===== config.mk =====
export PLATFORM = sky130hd
export DESIGN_NAME = pll_rate_decoder
export DESIGN_NICKNAME = d
export VERILOG_FILES = /design/src/rtl/pll_rate_pkg.sv /design/src/rtl/pll_field_decode.sv /design/src/rtl/pll_seq_divider.sv /design/src/rtl/pll_rate_decoder.sv
export SDC_FILE = /design/constraint.sdc
export NUM_CORES = 1
export LEC_CHECK = 0
export ABC_AREA = 1
export CORE_ASPECT_RATIO = 0.6
export CORE_UTILIZATION = 41
export CTS_CLUSTER_SIZE = 20
export DETAILED_ROUTE_END_ITERATION = 12
export DONT_BUFFER_PORTS = 1
export MAX_ROUTING_LAYER = met4
export PLACE_DENSITY = 0.62
export SETUP_SLACK_MARGIN = 0.02
export SLEW_MARGIN = 20
export SYNTH_ARGS = -nofsm -noshare
export SYNTH_HDL_FRONTEND = slang
export SYNTH_HIERARCHICAL = 1
export SYNTH_SLANG_ARGS = --single-unit
export TNS_END_PERCENT = 10

===== constraint.sdc =====
create_clock -name clk -period 4.3 [get_ports clk]
set_clock_uncertainty 0.15 [all_clocks]
set_input_delay 0.43 -clock clk [delete_from_list [all_inputs] [get_ports clk]]
set_output_delay 0.43 -clock clk [all_outputs]
set_load 0.01 [all_outputs]

===== src/rtl/pll_rate_pkg.sv =====
package pll_rate_pkg;

    // Bit positions of the control word fields.
    localparam int SHUT_BIT = 0;
    localparam int PASS_BIT = 1;
    localparam int POST_LSB = 2;
    localparam int POST_W   = 2;
    localparam int PRE_LSB  = 4;
    localparam int PRE_W    = 5;
    localparam int LOOP_LSB = 9;
    localparam int LOOP_W   = 7;

    // Highest used bit plus one.
    localparam int USED_W = LOOP_LSB + LOOP_W;

    // Widths of the derived operands.
    localparam int MULT_W = LOOP_W + 2;                         // 2*(f+1) <= 2^(LOOP_W+1)
    localparam int DIVS_W = PRE_W + 1 + (1 << POST_W) - 1;      // (f+1) << 3

    typedef struct packed {
        logic              pass;
        logic              shut;
        logic [POST_W-1:0] post;
        logic [PRE_W-1:0]  pre;
        logic [LOOP_W-1:0] loop;
    } fields_t;

    typedef enum logic [1:0] {
        ST_IDLE   = 2'd0,
        ST_SHORT  = 2'd1,
        ST_DIVIDE = 2'd2
    } ctl_state_e;

endpackage


===== src/rtl/pll_field_decode.sv =====
module pll_field_decode
    import pll_rate_pkg::*;
(
    input  logic [USED_W-1:0] ctrl_low,
    output fields_t           fields,
    output logic [MULT_W-1:0] multiplier,
    output logic [DIVS_W-1:0] divisor
);

    logic [DIVS_W-1:0] pre_eff;

    always_comb begin
        fields.pass = ctrl_low[PASS_BIT];
        fields.shut = ctrl_low[SHUT_BIT];
        fields.post = ctrl_low[POST_LSB +: POST_W];
        fields.pre  = ctrl_low[PRE_LSB  +: PRE_W];
        fields.loop = ctrl_low[LOOP_LSB +: LOOP_W];
    end

    // Loop multiplier: two times (field + 1).
    assign multiplier = {(MULT_W-1)'(fields.loop) + (MULT_W-1)'(1), 1'b0};

    // Pre-divider (field + 1) scaled by the post-divider 2^field.
    assign pre_eff = DIVS_W'(fields.pre) + DIVS_W'(1);
    assign divisor = pre_eff << fields.post;

endmodule


===== src/rtl/pll_seq_divider.sv =====
module pll_seq_divider #(
    parameter int NUM_W = 64,
    parameter int DEN_W = 9
) (
    input  logic             clk,
    input  logic             rst_n,
    input  logic             go,
    input  logic [NUM_W-1:0] numer,
    input  logic [DEN_W-1:0] denom,
    output logic [NUM_W-1:0] quot,
    output logic             fin
);

    localparam int CNT_W = (NUM_W > 1) ? $clog2(NUM_W) : 1;
    localparam logic [CNT_W-1:0] LAST_STEP = CNT_W'(NUM_W - 1);

    typedef struct packed {
        logic [DEN_W-1:0] rem;
        logic [NUM_W-1:0] quo;
        logic [DEN_W-1:0] den;
        logic [CNT_W-1:0] cnt;
        logic             run;
        logic             fin;
    } div_st_t;

    div_st_t st_d, st_q;
    logic [DEN_W:0] trial;
    logic           take;

    always_comb begin
        st_d     = st_q;
        st_d.fin = 1'b0;
        trial    = {st_q.rem, st_q.quo[NUM_W-1]};
        take     = (trial >= {1'b0, st_q.den});
        if (go) begin
            st_d.quo = numer;
            st_d.rem = '0;
            st_d.den = denom;
            st_d.cnt = '0;
            st_d.run = 1'b1;
        end else if (st_q.run) begin
            if (take) begin
                st_d.rem = DEN_W'(trial - {1'b0, st_q.den});
            end else begin
                st_d.rem = trial[DEN_W-1:0];
            end
            st_d.quo = {st_q.quo[NUM_W-2:0], take};
            st_d.cnt = st_q.cnt + CNT_W'(1);
            if (st_q.cnt == LAST_STEP) begin
                st_d.run = 1'b0;
                st_d.fin = 1'b1;
            end
        end
    end

    always_ff @(posedge clk or negedge rst_n) begin
        if (!rst_n) begin
            st_q <= '0;
        end else begin
            st_q <= st_d;
        end
    end

    assign quot = st_q.quo;
    assign fin  = st_q.fin;

    AST_DIVISOR_NONZERO: assert property (@(posedge clk) disable iff (!rst_n)
        go |-> (denom != '0));
    AST_REM_BELOW_DEN: assert property (@(posedge clk) disable iff (!rst_n)
        st_q.run |-> (st_q.rem < st_q.den));
    AST_FIN_ONE_CYCLE: assert property (@(posedge clk) disable iff (!rst_n)
        fin |=> !fin);

endmodule


===== src/rtl/pll_rate_decoder.sv =====
module pll_rate_decoder
    import pll_rate_pkg::*;
#(
    parameter int CTRL_W = 32,
    parameter int REF_W  = 32,
    parameter int RATE_W = 64
) (
    input  logic              clk,
    input  logic              rst_n,
    input  logic              start,
    input  logic [CTRL_W-1:0] ctrl_word,
    input  logic [REF_W-1:0]  ref_hz,
    output logic              busy,
    output logic              done,
    output logic [RATE_W-1:0] rate_hz
);

    typedef struct packed {
        ctl_state_e        state;
        logic [RATE_W-1:0] short_val;
        logic [RATE_W-1:0] result;
        logic              done;
    } top_st_t;

    top_st_t st_d, st_q;

    fields_t           fld;
    logic [MULT_W-1:0] mult;
    logic [DIVS_W-1:0] divs;
    logic [RATE_W-1:0] product;
    logic [RATE_W-1:0] div_quot;
    logic              div_fin;
    logic              div_go;
    logic              unused_ctrl_bits;

    assign unused_ctrl_bits = ^ctrl_word[CTRL_W-1:USED_W];

    pll_field_decode i_decode (
        .ctrl_low   (ctrl_word[USED_W-1:0]),
        .fields     (fld),
        .multiplier (mult),
        .divisor    (divs)
    );

    assign product = RATE_W'(ref_hz) * RATE_W'(mult);
    assign div_go  = (st_q.state == ST_IDLE) && start && !fld.pass && !fld.shut;

    pll_seq_divider #(
        .NUM_W (RATE_W),
        .DEN_W (DIVS_W)
    ) i_divider (
        .clk   (clk),
        .rst_n (rst_n),
        .go    (div_go),
        .numer (product),
        .denom (divs),
        .quot  (div_quot),
        .fin   (div_fin)
    );

    always_comb begin
        st_d      = st_q;
        st_d.done = 1'b0;
        case (st_q.state)
            ST_IDLE: begin
                if (start) begin
                    if (fld.pass) begin
                        st_d.short_val = RATE_W'(ref_hz);
                        st_d.state     = ST_SHORT;
                    end else if (fld.shut) begin
                        st_d.short_val = '0;
                        st_d.state     = ST_SHORT;
                    end else begin
                        st_d.state     = ST_DIVIDE;
                    end
                end
            end
            ST_SHORT: begin
                st_d.result = st_q.short_val;
                st_d.done   = 1'b1;
                st_d.state  = ST_IDLE;
            end
            ST_DIVIDE: begin
                if (div_fin) begin
                    st_d.result = div_quot;
                    st_d.done   = 1'b1;
                    st_d.state  = ST_IDLE;
                end
            end
            default: st_d.state = ST_IDLE;
        endcase
    end

    always_ff @(posedge clk or negedge rst_n) begin
        if (!rst_n) begin
            st_q <= '{state: ST_IDLE, short_val: '0, result: '0, done: 1'b0};
        end else begin
            st_q <= st_d;
        end
    end

    assign busy    = (st_q.state != ST_IDLE);
    assign done    = st_q.done;
    assign rate_hz = st_q.result;

    AST_DONE_NOT_BUSY: assert property (@(posedge clk) disable iff (!rst_n)
        done |-> !busy);
    AST_START_RAISES_BUSY: assert property (@(posedge clk) disable iff (!rst_n)
        (start && !busy) |=> busy);
    AST_RESULT_HOLDS: assert property (@(posedge clk) disable iff (!rst_n)
        !done |-> $stable(rate_hz));
    AST_DONE_PULSE: assert property (@(posedge clk) disable iff (!rst_n)
        done |=> !done);
    AST_FIN_ONLY_DIVIDING: assert property (@(posedge clk) disable iff (!rst_n)
        div_fin |-> (st_q.state == ST_DIVIDE));

endmodule


==> out/metrics.cfg, run 1 <==
[floorplan]
initial_utilization_pct = 41.9
row_count = 62
die-area_um2 = 50100
die_w_um = 288
design.core.area_um2 = 48200
ios = 133
die_h_um = 174

[sta]
fin_crit_ns = 4.76
drv_slew = 0
whs_ns = -0.485
final-hold-violation-count = 189
finalCritPeriodShare_pct = 111
final-setup-viol-count = 31
fmax_mhz = 210
tightest_slew_ns = 1.02
rsz0062_at_grt = true
fin_ws_ns = -0.462
slew_headroom_pct = 32.0

[final_layout]
final_common_cell = inv_1
nets = 3077
area_growth_pct = 13.6
drive_above_1_share_pct = 15.6
mostFrequentLayoutCells = 675 x inv_1, 664 x nand2_1, 202 x fa_1
num_antenna_cells = 0

[critical_path]
regToRegStartpoint = st_q[130]
reg2reg_slack_ns = 0.80
crit_path_frequent_cell = fa_1
r2r_cells = 7
startpoint_type = input pin
critPathRequiredTime_ns = 4.43
worst_ep_arrival_time_ns = 4.89
crit_path_end_kind = flip-flop
worst-path-buf-inv = 8
cpLargestDelayFamily = adder cells
cp.depth = 26
cp_max_fo = 6
max_stage_delay_ns = 0.56
critPathLaunch = ctrl_word[9]
r2r_end = rate_hz[10]
crit_path_top_delay_cell = fa_1
critical_path_class = in2reg
endpoint = i_divider/quot[34]

[cts]
numCtsBuffers = 17
cts_buffer_depth = 2
cts_htree_levels = 4
root_buffer = clkbuf_16
path_clk_slew_ns = 0.08
cts_tree = done
clkLatencyLatePin_ns = 0.45
cts_num_sinks = 189

[detailed_routing]
dr_wl_met3_mm = 3.33
num_vias = 16600
wl_met2_mm = 24.8
drt-pass1-iter-count = 9
wl_per_cell_um = 16.9
dr.first_iter.drc_count = 1525
drc = 7
drtAntennaViolNets = 0
wirelength_met1_mm = 28.1
vias_per_cell = 4.92
top_layer = met4
routed_wl_mm = 56.9

[power_and_ir_drop]
ir_drop_uv = 483
power_density_nw_per_um2 = 788
leakagePower_uw = 0.0125

[grt]
antenna_found_initial = 0
grt-ovfl-total = 0
grt_first_pass_wirelength_mm = 92.8
grt_usage_pct = 24.2
grt_pass1_vias = 16900
grt_max_degree = 190

[placed_design]
hpwl_mm = 41.4
port_buffers = 0
gp_congestion = 0.885
dpl_worst_slack_ns = -1.06

[job]
drv_cap = 0

[yosys]
synth_area_um2 = 20200
synth_warnings = 6
syn_inst = 2754
synth.avg_cell_area_um2 = 7.33

[status]
violations = design-rule violations, negative hold slack, negative setup slack
status = complete, but fails checks

[worst_hold_path]
hold_class = in2async

-- report_power, final --
part | total, µW | internal (µW) | switching, µW
clock network | 1630 | 797 | 834
registers | 2810 | 2400 | 403
logic | 13600 | 5740 | 7870
total | 18100 | 8940 | 9110
-- flip-flops by register name, indices dropped and copies added, names as in the netlist --
name / flops
st_q: 34
i_divider/st_q: 25
i_divider/quot: 64
rate_hz: 64
i_divider/fin: 1
done: 1
-- routing by layer --
metal | vias to the layer above | global-route usage, %
met2 | 462 | 35.6
met1 | 8183 | 35.8
met5 | - | -
met4 | 0 | 3.92
li1 | 7916 | -
met3 | 54 | 3.47
-- worst reg2reg max path, cell delays in order, from the launching register on --
cell	delay (ns)
dfrtp_1	0.38
inv_1	0.11
ha_1	0.17
clkinv_1	0.77
o21ai_4	0.96
buf_4	0.49
nand3_1	0.25
o21ai_0	0.15
-- layout make-up --
class / instances / area, µm²
Clock buffer: 17 / 425
Timing Repair Buffer: 179 / 1700
Inverter: 712 / 2680
Tap cell: 640 / 801
Multi-Input combinational cell: 1623 / 12400
Clock inverter: 15 / 193
Fill cell: 4706 / 25300
Sequential cell: 189 / 4730
-- worst min-delay path by stage --
stage                 end   from  cells after the start  slack (ns)
5_1_grt        rate_hz[7]  rst_n                      0       -0.51
3_5_place_dp   rate_hz[8]  rst_n                      0       -0.01
4_1_cts        rate_hz[8]  rst_n                      0       -0.50
6_report       rate_hz[8]  rst_n                      0       -0.49
3_3_place_gp   rate_hz[7]  rst_n                      0      -0.009
2_1_floorplan        done  rst_n                      0       -0.02
-- timing repair --
item	in CTS	in global routing
gates cloned	4	2
setup endpoints to repair	33	34
gates resized for setup	160	50
pin swaps	119	36
hold buffers	20	1
setup buffers	28	7
endpoints found under the hold margin	202	190
-- metrics by stage --
step / utilization [%] / cells / total power [µW] / cell area, µm² / setup TNS (ns)
detailed placement: 43.2 / 3282 / 14200 / 20800 / -27.66
finish: 47.6 / 3375 / 18100 / 22900 / -11.56
global placement: 43.2 / 3282 / 14100 / 20800 / -26.74
CTS: 47.0 / 3366 / 17600 / 22700 / -10.08
floorplan: - / 2776 / 11000 / 20500 / -13.01
global route: 47.6 / 3375 / 19800 / 22900 / -19.14
No activity file was read; power rests on OpenSTA's default activity.
==> run 2: changes to the inputs <==
- CORE_MARGIN: default -> 4
==> run 2 against run 1 <==
Net effect:
- core utilization is 0.084 points lower
- the flow finishes with violations (negative hold slack, negative setup slack)
- total power is 0.44% lower
- worst setup slack worse by 0.094 ns
- hold slack better by 0.0016 ns
- sequential cell count stayed put
- routed wire length is 1.8% higher
- die area is 5.6% higher
- first-iteration DRC count is 24% lower
- sequential power hardly changed
==> out/metrics.cfg, run 2 (synthesis results as in run 1) <==
[sta]
final-hold-violation-count = 189  ; unchanged
fmax_mhz = 206  ; -1.9%
slew_headroom_pct = 34.9  ; +2.9 points
whs_ns = -0.484  ; +0.00157 ns
finalCritPeriodShare_pct = 113  ; +2.2 points
fin_crit_ns = 4.86  ; +0.0943 ns
tightest_slew_ns = 0.975  ; -0.0455 ns
final-setup-viol-count = 32  ; +3.2%
fin_ws_ns = -0.556  ; -0.0943 ns
drv_slew = 0  ; unchanged
rsz0062_at_grt = true

[status]
violations = negative hold slack, negative setup slack
status = complete, but fails checks

[grt]
grt-ovfl-total = 0  ; unchanged
grt_pass1_vias = 17300  ; +2.3%
grt_first_pass_wirelength_mm = 93.9  ; +1.1%
grt_usage_pct = 22.7  ; -1.5 points
antenna_found_initial = 1  ; +1
grt_max_degree = 190  ; unchanged

[final_layout]
stdcell_count = 3367  ; -0.24%
nets = 3067  ; -0.32%
final_util_pct = 47.5  ; -0.084 points
final_common_cell = inv_1
area_growth_pct = 13.6  ; about the same
mostFrequentLayoutCells = 681 x inv_1, 665 x nand2_1, 201 x fa_1
drive_above_1_share_pct = 15.0  ; -0.60 points

[cts]
clkLatencyLatePin_ns = 0.45  ; about the same
cts_tree = done
path_clk_slew_ns = 0.08  ; about the same
cts_num_sinks = 189  ; unchanged
cts_buffer_depth = 2  ; unchanged
numCtsBuffers = 17  ; unchanged
cts_htree_levels = 4  ; unchanged
root_buffer = clkbuf_16

[floorplan]
design.core.area_um2 = 48300  ; +0.16%
die_h_um = 180  ; +3.5%
die_w_um = 294  ; +2.1%
ios = 133  ; unchanged
die-area_um2 = 52900  ; +5.6%
row_count = 62  ; unchanged
initial_utilization_pct = 41.8  ; -0.067 points

[power_and_ir_drop]
ir_drop_uv = 533  ; +10%
power_density_nw_per_um2 = 785  ; -0.42%
leakagePower_uw = 0.0125  ; -0.10%

[placed_design]
dpl_worst_slack_ns = -1.08  ; -0.0237 ns
gp_congestion = 0.905  ; +2.2%
hpwl_mm = 41.8  ; +1.0%
place_inst = 3278  ; -0.12%
port_buffers = 0  ; unchanged

[worst_hold_path]
hold_class = in2async

[job]
drv_cap = 0  ; unchanged

[critical_path]
crit_path_top_delay_cell = fa_1
cp_max_fo = 5  ; -1
worst-path-buf-inv = 8  ; unchanged
critical_path_class = in2reg
reg2reg_slack_ns = 1.47  ; +0.67 ns
cpLargestDelayFamily = adder cells
crit_path_frequent_cell = fa_1
critPathRequiredTime_ns = 4.45  ; +0.02 ns
max_stage_delay_ns = 0.51  ; -0.05 ns
worst_ep_arrival_time_ns = 5.01  ; +0.12 ns
crit_path_end_kind = flip-flop
startpoint_type = input pin

[detailed_routing]
vias_per_cell = 4.96  ; +0.80%
drtAntennaViolNets = 0  ; unchanged
routed_wl_mm = 57.9  ; +1.8%
drt-pass1-iter-count = 5  ; -4
drc = 0  ; -7
num_vias = 16700  ; +0.57%
dr.first_iter.drc_count = 1162  ; -24%
wl_per_cell_um = 17.2  ; +2.1%

==> run 2: changes by cell type in the layout (fill, tap and decap cells not counted), moves of 4 or more <==
cell           before  now
dlygate4sd3_1      21   25
inv_1             675  681
nor2_1             41   45
buf_4             133  116
==> run 2: final cells by class <==
type	instances	area (µm²)
Timing Repair Buffer	169	1690
Antenna cell	2	5.00
Clock inverter	14	169
Multi-Input combinational cell	1623	12400
Sequential cell	189	4730
Fill cell	4679	25300
Clock buffer	18	439
Inverter	712	2670
Tap cell	640	801
==> run 2: final timing paths <==
check	end	start	cells past startpoint
max	i_divider/quot[37]	ctrl_word[9]	26
min	rate_hz[9]	rst_n	0
max reg2reg	i_divider/quot[25]	st_q[129]	8
min reg2reg	rate_hz[44]	i_divider/quot[44]	2
max in group asynchronous	rate_hz[13]	rst_n	0
min in group clk	st_q[65]	ctrl_word[1]	2
==> run 2: layer usage <==
layer	global-route usage, %	wire [µm]
met1	33.4	27900
met5	-	0
met2	33.5	25200
met4	4.20	864
met3	3.60	3980
==> run 2: what timing repair did <==
item	CTS	global route
setup endpoints to repair	32	33
pin swaps	82	36
hold buffers	24	1
gates resized for setup	126	78
buffers inserted	15	8
cloned	6	1
endpoints found under the hold margin	205	191
==> run 2: power by group <==
part	switching, µW	total [µW]	internal [µW]	leakage, µW
sequential	403	2810	2400	0.00245
clock	815	1620	803	0.000293
combinational	7880	13600	5670	0.00979
total	9100	18000	8880	0.0125
==> run 2: per-stage QoR <==
| step | instance area (µm²) | total power, µW | TNS, ns |
|---|---|---|---|
| 2_1_floorplan | 20500 | 11000 | -13.01 |
| 3_3_place_gp | 20800 | 14100 | -25.08 |
| 3_5_place_dp | 20800 | 14200 | -26.63 |
| 4_1_cts | 22500 | 17300 | -10.20 |
| 5_1_grt | 22900 | 19700 | -19.02 |
| 6_report | 22900 | 18000 | -11.89 |
==> run 3: changes to the inputs <==
- GPL_TIMING_DRIVEN: default -> 0
==> run 3 against run 2 <==
Net effect:
- the run still ends with negative hold slack, negative setup slack left
- sequential power fell by 2%
- routed wire length increased by 6.5%
- largest power group unchanged
- non-clock buffer count rose by 116
- register-to-register slack improved by 0.06 ns
- sequential share of layout area shrank 0.29 points
- maximum frequency shrank 1.3%
- via count rose by 3.1%
- hold slack better by 0.0038 ns
- core utilization grew 0.68 points
==> out/metrics.cfg, run 3 (synthesis results as in run 1) <==
[status]
status = complete, but fails checks
violations = negative hold slack, negative setup slack

[power_and_ir_drop]
power_density_nw_per_um2 = 756  ; -3.6%
leakagePower_uw = 0.0128  ; +2.5%
p_int_uw = 8390  ; -5.5%
p_switching_uw = 9180  ; +0.93%
combPwrFrac_pct = 75.0  ; -0.4 points
switching_share_pct = 52.2  ; +1.6 points
clock_power_share_pct = 9.4  ; +0.4 points
ir_drop_uv = 463  ; -13%
power_frac_seq_pct = 15.6  ; about the same
power_uw = 17600  ; -2.2%

[placed_design]
gp_congestion = 0.951  ; +5.1%
port_buffers = 0  ; unchanged
hpwl_mm = 48.5  ; +16%

[sta]
drv_slew = 0  ; unchanged
tightest_slew_ns = 0.950  ; -0.0250 ns
slew_headroom_pct = 36.7  ; +1.8 points
finalSetupTns_ns = -14.76  ; -2.87 ns
fin_ws_ns = -0.619  ; -0.0629 ns
fmax_mhz = 203  ; -1.3%
rsz0062_at_grt = true
final-hold-violation-count = 189  ; unchanged
finalCritPeriodShare_pct = 114  ; +1.5 points
final-setup-viol-count = 31  ; -3.1%
whs_ns = -0.480  ; +0.00384 ns
fin_crit_ns = 4.92  ; +0.0629 ns

[critical_path]
r2r_cells = 8  ; unchanged
r2r_end = i_divider/quot[26]
worst_ep_arrival_time_ns = 5.09  ; +0.08 ns
critPathRequiredTime_ns = 4.47  ; +0.02 ns
regToRegStartpoint = st_q[129]
critical_path_class = in2reg
startpoint_type = input pin
crit_path_end_kind = flip-flop
cp_max_fo = 10  ; +5
reg2reg_slack_ns = 1.53  ; +0.06 ns

[cts]
cts_buffer_depth = 2  ; unchanged
hold_buffers = 2  ; -92%
cts_num_sinks = 189  ; unchanged
root_buffer = clkbuf_16
path_clk_slew_ns = 0.08  ; about the same
cts_tree = done
cts_htree_levels = 4  ; unchanged
numCtsBuffers = 17  ; unchanged
clkLatencyLatePin_ns = 0.44  ; about the same

[detailed_routing]
top_layer = met4
dr_wl_met3_mm = 5.90  ; +48%
routed_wl_mm = 61.7  ; +6.5%
dr.first_iter.drc_count = 1666  ; +43%
drtAntennaViolNets = 0  ; unchanged
vias_per_cell = 4.95  ; -0.32%
wirelength_met1_mm = 29.5  ; +5.9%
wl_per_cell_um = 17.7  ; +3.0%
drt-pass1-iter-count = 6  ; +1
num_vias = 17200  ; +3.1%
wl_met2_mm = 25.6  ; +1.4%
drc = 0  ; unchanged

[final_layout]
area_growth_pct = 15.2
num_antenna_cells = 0  ; -2
nets = 3183  ; +3.8%
mostFrequentLayoutCells = 673 x inv_1, 672 x nand2_1, 209 x fa_1
drive_above_1_share_pct = 16.5  ; +1.5 points
final_common_cell = inv_1

[grt]
grt_first_pass_wirelength_mm = 98.1  ; +4.6%
grt_usage_pct = 24.4  ; +1.7 points
grt_max_degree = 190  ; unchanged
grt_pass1_vias = 17400  ; +0.87%
grt-ovfl-total = 0  ; unchanged
antenna_found_initial = 2  ; +1

[floorplan]
ios = 133  ; unchanged
die-area_um2 = 52900  ; unchanged
design.core.area_um2 = 48300  ; unchanged
row_count = 62  ; unchanged
die_w_um = 294  ; unchanged
initial_utilization_pct = 41.8  ; unchanged
die_h_um = 180  ; unchanged

[job]
drv_cap = 0  ; unchanged

[worst_hold_path]
hold_class = in2async

[run 3: changes by cell type in the layout (fill, tap and decap cells not counted), sizes merged]
cell,previous run,this run
clkinvlp,1,4
inv,719,718
bufinv,0,2
clkinv,6,2
dlygate4sd3,25,2
clkbuf,19,104
buf,143,197
diode,2,0
[run 3: worst max-delay path by stage]
stage	cells past startpoint	end	start
6_report	28	i_divider/quot[37]	ctrl_word[9]
5_1_grt	26	i_divider/quot[33]	ctrl_word[13]
4_1_cts	30	i_divider/quot[35]	ctrl_word[9]
3_5_place_dp	22	i_divider/quot[34]	ctrl_word[11]
3_3_place_gp	21	i_divider/quot[34]	ctrl_word[11]
2_1_floorplan	26	i_divider/quot[37]	ctrl_word[9]
[run 3: repair_timing]
action	4_1_cts	5_1_grt
setup endpoints to repair	35	33
endpoints found under the hold margin	190	189
buffers inserted	18	11
pin swaps	44	32
gates resized for setup	163	85
gates cloned	2	0
[run 3: critical path, stage by stage]
cell	delay [ns]
ha_4	0.14
nand3_4	0.12
nor2_4	0.12
nand2_2	0.09
xor2_4	0.17
buf_12	0.15
clkbuf_16	0.17
nand2_2	0.07
inv_2	0.04
fa_1	0.57
fa_2	0.48
fa_1	0.49
inv_1	0.05
fa_1	0.50
inv_2	0.05
ha_4	0.27
nand2_2	0.07
nand2_2	0.07
a21oi_2	0.13
nand3_2	0.12
nand2_1	0.11
nand2_2	0.12
nand2_2	0.11
nand2_1	0.05
nand2_1	0.08
nand2_2	0.07
a22oi_2	0.14
o21ai_1	0.09
[run 3: power by group through the flow]
| stage | Combinational, µW | Sequential, µW | Clock (µW) |
|---|---|---|---|
| 2_1_floorplan | 8300 | 2670 | 0 |
| 3_3_place_gp | 10900 | 2750 | 0 |
| 3_5_place_dp | 11000 | 2770 | 0 |
| 4_1_cts | 12300 | 2740 | 1680 |
| 5_1_grt | 14600 | 2810 | 1760 |
| 6_report | 13200 | 2740 | 1660 |
[run 3: routing by layer]
| layer | track usage, % | up-vias |
|---|---|---|
| met4 | 3.25 | 0 |
| met5 | - | - |
| met3 | 5.94 | 60 |
| met2 | 34.3 | 613 |
| met1 | 36.5 | 8411 |
| li1 | - | 8136 |
[run 3: layout make-up]
type                    instances  area, µm²
plain buffers                 252       1780
clock buffers                  18        439
clock inverters                14        168
fillers                      4786      25000
inverters                     712       2680
multi-input cells            1623      12300
flip-flops and latches        189       4730
well taps                     640        801
repair buffers                 33        319
[run 3: through the flow]
step | hold slack [ns] | util (%) | instance area [µm²] | instances | setup slack, ns
finish | -0.480 | 48.2 | 23200 | 3481 | -0.619
global placement | -0.00687 | 44.2 | 21300 | 3416 | -1.79
floorplan | -0.0156 | - | 20500 | 2776 | -0.524
detailed placement | -0.00731 | 44.2 | 21300 | 3416 | -1.87
CTS | -0.490 | 47.4 | 22900 | 3470 | -0.557
global route | -0.504 | 48.2 | 23200 | 3481 | -0.800
